File: config.mk
export PLATFORM = sky130hd
export DESIGN_NAME = dram_page_ctrl
export DESIGN_NICKNAME = d
export VERILOG_FILES = /design/src/rtl/dram_pkg.sv /design/src/rtl/dram_open_row.sv /design/src/rtl/dram_seq.sv /design/src/rtl/dram_page_ctrl.sv
export SDC_FILE = /design/constraint.sdc
export NUM_CORES = 1
export LEC_CHECK = 0
export ABC_AREA = 1
export ABC_CLOCK_PERIOD_IN_PS = 1100
export CORE_MARGIN = 4
export CORE_UTILIZATION = 35
export DETAILED_ROUTE_END_ITERATION = 7
export HOLD_SLACK_MARGIN = 0.12
export PLACE_DENSITY = 0.75
export SLEW_MARGIN = 20
export SYNTH_ARGS = -nofsm -noshare
export SYNTH_HDL_FRONTEND = slang
export SYNTH_SLANG_ARGS = --single-unit
File: constraint.sdc
create_clock -name clk_i -period 1.1 [get_ports clk_i]
set_input_delay 0.11 -clock clk_i [delete_from_list [all_inputs] [get_ports clk_i]]
set_output_delay 0.11 -clock clk_i [all_outputs]
set_load 0.03 [all_outputs]
File: src/rtl/dram_pkg.sv
package dram_pkg;
  typedef enum logic [2:0] {
    ST_IDLE,
    ST_PRE,
    ST_RAS,
    ST_CAS,
    ST_RESP
  } seq_state_e;
endpackage

File: src/rtl/dram_open_row.sv
module dram_open_row #(
  parameter int unsigned RB = 2
) (
  input  logic          clk_i,
  input  logic          rst_ni,
  input  logic          load_i,
  input  logic [RB-1:0] row_i,
  input  logic [RB-1:0] probe_row_i,
  output logic [RB-1:0] open_row_o,
  output logic          open_valid_o,
  output logic          hit_o
);
  always_ff @(posedge clk_i or negedge rst_ni) begin
    if (!rst_ni) begin
      open_row_o   <= '0;
      open_valid_o <= 1'b0;
    end else if (load_i) begin
      open_row_o   <= row_i;
      open_valid_o <= 1'b1;
    end
  end

  assign hit_o = open_valid_o && (open_row_o == probe_row_i);
endmodule

File: src/rtl/dram_seq.sv
module dram_seq
  import dram_pkg::*;
(
  input  logic clk_i,
  input  logic rst_ni,
  input  logic req_valid_i,
  input  logic req_we_i,
  input  logic hit_i,
  input  logic open_valid_i,
  input  logic lat_we_i,
  output logic accept_o,
  output logic ready_o,
  output logic ras_o,
  output logic cas_o,
  output logic pre_o,
  output logic rsp_valid_o
);
  seq_state_e state_q, state_d;

  always_ff @(posedge clk_i or negedge rst_ni) begin
    if (!rst_ni) state_q <= ST_IDLE;
    else         state_q <= state_d;
  end

  assign ready_o     = (state_q == ST_IDLE);
  assign accept_o    = ready_o && req_valid_i;
  assign pre_o       = (state_q == ST_PRE);
  assign ras_o       = (state_q == ST_RAS);
  assign cas_o       = (state_q == ST_CAS);
  assign rsp_valid_o = (state_q == ST_RESP);

  always_comb begin
    state_d = state_q;
    unique case (state_q)
      ST_IDLE: if (req_valid_i) begin
        if (hit_i)             state_d = ST_CAS;
        else if (open_valid_i) state_d = ST_PRE;
        else                   state_d = ST_RAS;
      end
      ST_PRE:  state_d = ST_RAS;
      ST_RAS:  state_d = ST_CAS;
      ST_CAS:  state_d = lat_we_i ? ST_IDLE : ST_RESP;
      ST_RESP: state_d = ST_IDLE;
      default: state_d = ST_IDLE;
    endcase
  end

  // req_we_i is taken by the top's request latch; kept here for a uniform port set
  logic unused_we;
  assign unused_we = req_we_i;
endmodule

File: src/rtl/dram_page_ctrl.sv
module dram_page_ctrl #(
  parameter int unsigned ROWS  = 4,
  parameter int unsigned COLS  = 4,
  parameter int unsigned WIDTH = 8,
  localparam int unsigned RB = $clog2(ROWS),
  localparam int unsigned CB = $clog2(COLS),
  localparam int unsigned AW = RB + CB,
  localparam int unsigned PW = (RB > CB) ? RB : CB
) (
  input  logic             clk_i,
  input  logic             rst_ni,
  input  logic             req_valid_i,
  output logic             req_ready_o,
  input  logic             req_we_i,
  input  logic [AW-1:0]    req_addr_i,
  input  logic [WIDTH-1:0] req_wdata_i,
  output logic             rsp_valid_o,
  output logic [WIDTH-1:0] rsp_rdata_o,
  output logic [PW-1:0]    dram_addr_o,
  output logic             dram_ras_o,
  output logic             dram_cas_o,
  output logic             dram_pre_o,
  output logic             dram_we_o,
  output logic [WIDTH-1:0] dram_wdata_o,
  input  logic [WIDTH-1:0] dram_rdata_i
);
  logic          accept;
  logic          hit, open_valid;
  logic [RB-1:0] open_row;
  logic [AW-1:0] lat_addr;
  logic          lat_we;
  logic [WIDTH-1:0] lat_wdata;
  logic [RB-1:0] lat_row;
  logic [CB-1:0] lat_col;

  always_ff @(posedge clk_i or negedge rst_ni) begin
    if (!rst_ni) begin
      lat_addr  <= '0;
      lat_we    <= 1'b0;
      lat_wdata <= '0;
    end else if (accept) begin
      lat_addr  <= req_addr_i;
      lat_we    <= req_we_i;
      lat_wdata <= req_wdata_i;
    end
  end

  assign lat_row = lat_addr[AW-1:CB];
  assign lat_col = lat_addr[CB-1:0];

  dram_open_row #(.RB(RB)) u_open_row (
    .clk_i       (clk_i),
    .rst_ni      (rst_ni),
    .load_i      (dram_ras_o),
    .row_i       (lat_row),
    .probe_row_i (req_addr_i[AW-1:CB]),
    .open_row_o  (open_row),
    .open_valid_o(open_valid),
    .hit_o       (hit)
  );

  dram_seq u_seq (
    .clk_i       (clk_i),
    .rst_ni      (rst_ni),
    .req_valid_i (req_valid_i),
    .req_we_i    (req_we_i),
    .hit_i       (hit),
    .open_valid_i(open_valid),
    .lat_we_i    (lat_we),
    .accept_o    (accept),
    .ready_o     (req_ready_o),
    .ras_o       (dram_ras_o),
    .cas_o       (dram_cas_o),
    .pre_o       (dram_pre_o),
    .rsp_valid_o (rsp_valid_o)
  );

  // shared index bus: row during open/close, column during access
  always_comb begin
    dram_addr_o = '0;
    if (dram_ras_o)      dram_addr_o = PW'(lat_row);
    else if (dram_pre_o) dram_addr_o = PW'(open_row);
    else if (dram_cas_o) dram_addr_o = PW'(lat_col);
  end

  assign dram_we_o    = dram_cas_o && lat_we;
  assign dram_wdata_o = lat_wdata;
  assign rsp_rdata_o  = rsp_valid_o ? dram_rdata_i : '0;
endmodule

==> metrics.md <==
| Metric | Value |
|---|---|
| Final setup violation count | `29` |
| Worst-skew pair later-pin latency | `0.30 ns` |
| Number of synthesized register bits | `19` |
| Worst min-delay path class | `input port to asynchronous set/reset pin` |
| Switching share of total power | `48.0%` |
| Count of placed standard cells in the final layout, fillers left out | `219` |
| Mean routed wirelength per cell | `13.6 um` |
| Fill count | `191` |
| Transition at the pin with the smallest max-transition slack | `0.264 ns` |
| Achievable frequency | `656 MHz` |
| Top cell family by delay on the critical path | `flip-flops` |
| Net switching power | `2490 uW` |
| ANT nets after route | `0` |
| Root buffer cell | `clkbuf_4` |
| Layout cell share with drive strength beyond 1 | `51.9%` |
| Mapped Nets | `149` |
| Area of the die | `3570 um2` |
| Final clock skew | `0.00235 ns` |
| Cell internal pwr | `2690 uW` |
| Leakage power | `0.000958 uW` |
| Utilization after layout | `75.3%` |
| Vias in the first global route | `1002` |
| Number of warnings printed during yosys synthesis | `0` |
| Final RePlAce weighted congestion | `0.776` |
| Post-detail-place hpwl | `2000 um` |
| Critical path arrival | `1.41 ns` |
| Worst r2r src | `u_seq.state_q[1]` |
| Residual overflow from global routing | `0` |
| DRT iter0 DRCs | `23` |
| Clock period minus worst slack | `1.52 ns` |
| Clk sink count | `19` |
| Power density over the cells | `2730 nW/um2` |
| CP dominant cell by count | `nor2_4` |
| Failing checks | `negative setup slack` |
| Final setup margin | `-0.423 ns` |
| End of the worst register-to-register path | `dram_wdata_o[6]` |
| Sequential share of power | `26.6%` |
| Crit path max-delay cell type | `dfrtp_2` |
| Clk pin slew, worst setup/hold paths | `0.10 ns` |
| Die Width | `59.7 um` |
| Status | `finished with violations` |
| Area after DPL | `1550 um2` |
| Die outline height | `59.7 um` |
| Relative slew slack | `82.3%` |
| Worst-case reg-to-reg path depth | `7` |
| Buffers plus inverters on the worst setup path | `2` |
| Flop2flop setup slack | `-0.26 ns` |
| Type of the worst setup path | `register to output pin` |
| Number of placement rows | `18` |
| Clk pwr share | `6.8%` |
| Worst setup SP type | `register` |
| Starting density of the core | `37.2%` |
| Slowest stage delay, CP | `0.48 ns` |
| Peak supply drop | `1.97 mV` |
| Mapped cell area | `937 um2` |
| Worst path required time | `0.99 ns` |
| Placed insts | `208` |
| Worst-path cell chain | `nor2_4 -> nand2_4 -> clkbuf_16 -> nor2_4 -> buf_6` |
| Area growth from synthesis to final layout | `103%` |
| Core region area | `2520 um2` |
| Highest net fanout along the worst path | `5` |
| Via density per instance | `4.59` |
| Pre-CTS setup slack | `-0.130 ns` |
| Largest net degree at the start of global routing | `20` |
| Combinational cell fraction of total power | `66.6%` |
| CTS buffer count | `3` |
| CP Capture Point | `rsp_rdata_o[1]` |
| Remaining DRCs | `0` |
| Routed wire length | `2990 um` |
| Number of max-slew violations in the final report | `0` |
| Quantity of hold-fixing buffers added after cts | `0` |
| N_diodes | `0` |
| Number of vias after detailed routing | `1006` |
| Launching instance or port of the critical path | `u_seq.state_q[1]` |
| RSZ-0062 raised after global routing | `yes` |
| Number of antenna violations at the first check in global routing | `0` |
| Number of unique standard cell types used by synthesis | `14` |
| Final Instance Area | `1900 um2` |
| Wire length of the first global-routing pass | `4470 um` |
| Worst-case hold slack | `0.137 ns` |
| Proportion of synthesized chip area in sequential cells | `50.7%` |
| Total number of nets in the final design | `214` |
| Endpoint type of the worst setup path | `output pin` |
| Number of optimization iterations in the first detailed-route pass | `4` |
| Portion of the clock cycle consumed by the worst path in the final layout | `138%` |
| Clock H-tree levels | `1` |
| Final count of hold timing violations | `0` |
| Total number of cells along the worst setup path | `5` |
| Maximum clock path buffer count | `2` |
| Cells after Synth | `125` |
| Post-synthesis area per instance | `7.50 um2` |
| Aggregate global-route resource usage | `16.6%` |
| Boundary Pins | `48` |
| Max-cap violations | `0` |
| Clock tree from TritonCTS | `built` |
| PortBufs | `47` |
layout make-up:
| cell class | instances | area (um2) | area share [%] |
|---|---|---|---|
| clock buffer | 4 | 26.3 | 1.38 |
| inverter | 21 | 91.3 | 4.81 |
| multi-input combinational | 84 | 619 | 32.6 |
| sequential | 19 | 479 | 25.2 |
| tap | 30 | 37.5 | 1.97 |
| timing repair buffer | 61 | 647 | 34.0 |
worst min-delay path by stage:
stage,startpoint,endpoint,slack [ns],cells past startpoint
after floorplan,rst_ni,dram_wdata_o[0],-0.19,0
after global placement,lat_we,u_seq.state_q[2],0.43,1
after detailed placement,lat_we,u_seq.state_q[2],0.44,1
after CTS,rst_ni,u_open_row.open_valid_o,0.14,2
after global routing,rst_ni,lat_addr[0],0.14,2
final,rst_ni,lat_addr[0],0.14,2
placed cells by master, fill, tap and decap left out, types with 2 or more instances in the layout:
master | Yosys | layout
nand2_4 | 2 | 6
inv_2 | 2 | 2
nand2_1 | 58 | 28
nand2_2 | 0 | 24
buf_6 | 2 | 17
nor2_4 | 2 | 12
clkbuf_16 | 0 | 2
nand3_4 | 0 | 3
dfrtp_2 | 0 | 3
dfrtp_1 | 19 | 16
nor2_1 | 11 | 2
o21ai_1 | 0 | 2
clkbuf_4 | 0 | 3
nand2_8 | 0 | 3
buf_12 | 0 | 2
buf_4 | 0 | 16
clkdlybuf4s50_1 | 0 | 23
inv_1 | 19 | 16
stage by stage:
stage | setup TNS [ns] | total power, uW
6_report | -8.90 | 5180
5_1_grt | -10.64 | 5500
4_1_cts | -7.22 | 4950
3_5_place_dp | -2.69 | 3900
3_3_place_gp | -2.09 | 3820
2_1_floorplan | -2.00 | 2950
Yosys cell counts:
| cell | instances | share of area, % |
|---|---|---|
| nor2_4 | 2 | 2.4 |
| nor3_2 | 1 | 1.1 |
| nor2_2 | 1 | 0.67 |
| nor3_1 | 1 | 0.53 |
| a21oi_1 | 1 | 0.53 |
| dfrtp_1 | 19 | 51 |
| nand3_1 | 4 | 2.1 |
| inv_1 | 19 | 7.6 |
| nor2_1 | 11 | 4.4 |
| nand2_1 | 58 | 23 |
| inv_2 | 2 | 0.80 |
| nand2_4 | 2 | 2.4 |
| buf_6 | 2 | 2.4 |
| o21ai_0 | 2 | 1.1 |
routing by layer:
metal	vias to the layer above	global-route usage, %	routed length, um
li1	493	-	-
met1	471	20.3	1230
met2	37	28.9	1500
met3	5	3.24	205
met4	0	5.70	53
met5	-	0	0
power groups by stage:
stage | combinational, uW | clock [uW] | sequential, uW
finish | 3450 | 352 | 1380
global route | 3680 | 408 | 1420
CTS | 3230 | 369 | 1350
detailed placement | 2600 | 0 | 1290
global placement | 2540 | 0 | 1280
floorplan | 1410 | 0 | 1530
kinds of logic after synthesis:
family,share of synthesized area (%)
AND/OR/NAND/NOR,36.8
AO/OA/AOI/OAI,1.60
flip-flops,50.7
buffers and inverters,10.8
timing repair:
action                     4_1_cts  5_1_grt
cloned                           1        2
pin swaps                        8       11
resized for setup               43       21
setup endpoints to repair       30       32
setup buffers                    4        1
worst reg2reg max path, stage by stage, from the launching register on:
cell and delay, ns:
dfrtp_2 0.48, nor2_4 0.17, buf_6 0.14, nand2_8 0.06
nor2_4 0.15, clkbuf_16 0.20, nand2_2 0.05, nand2_1 0.06
flip-flops by register name, summed over array words and instances, names as in the netlist:
register,flops
u_open_row.open_valid_o,1
u_seq.state_q,3
dram_wdata_o,8
lat_we,1
u_open_row.open_row_o,2
lat_addr,4
Note: power is estimated with default switching activity, not from simulation.
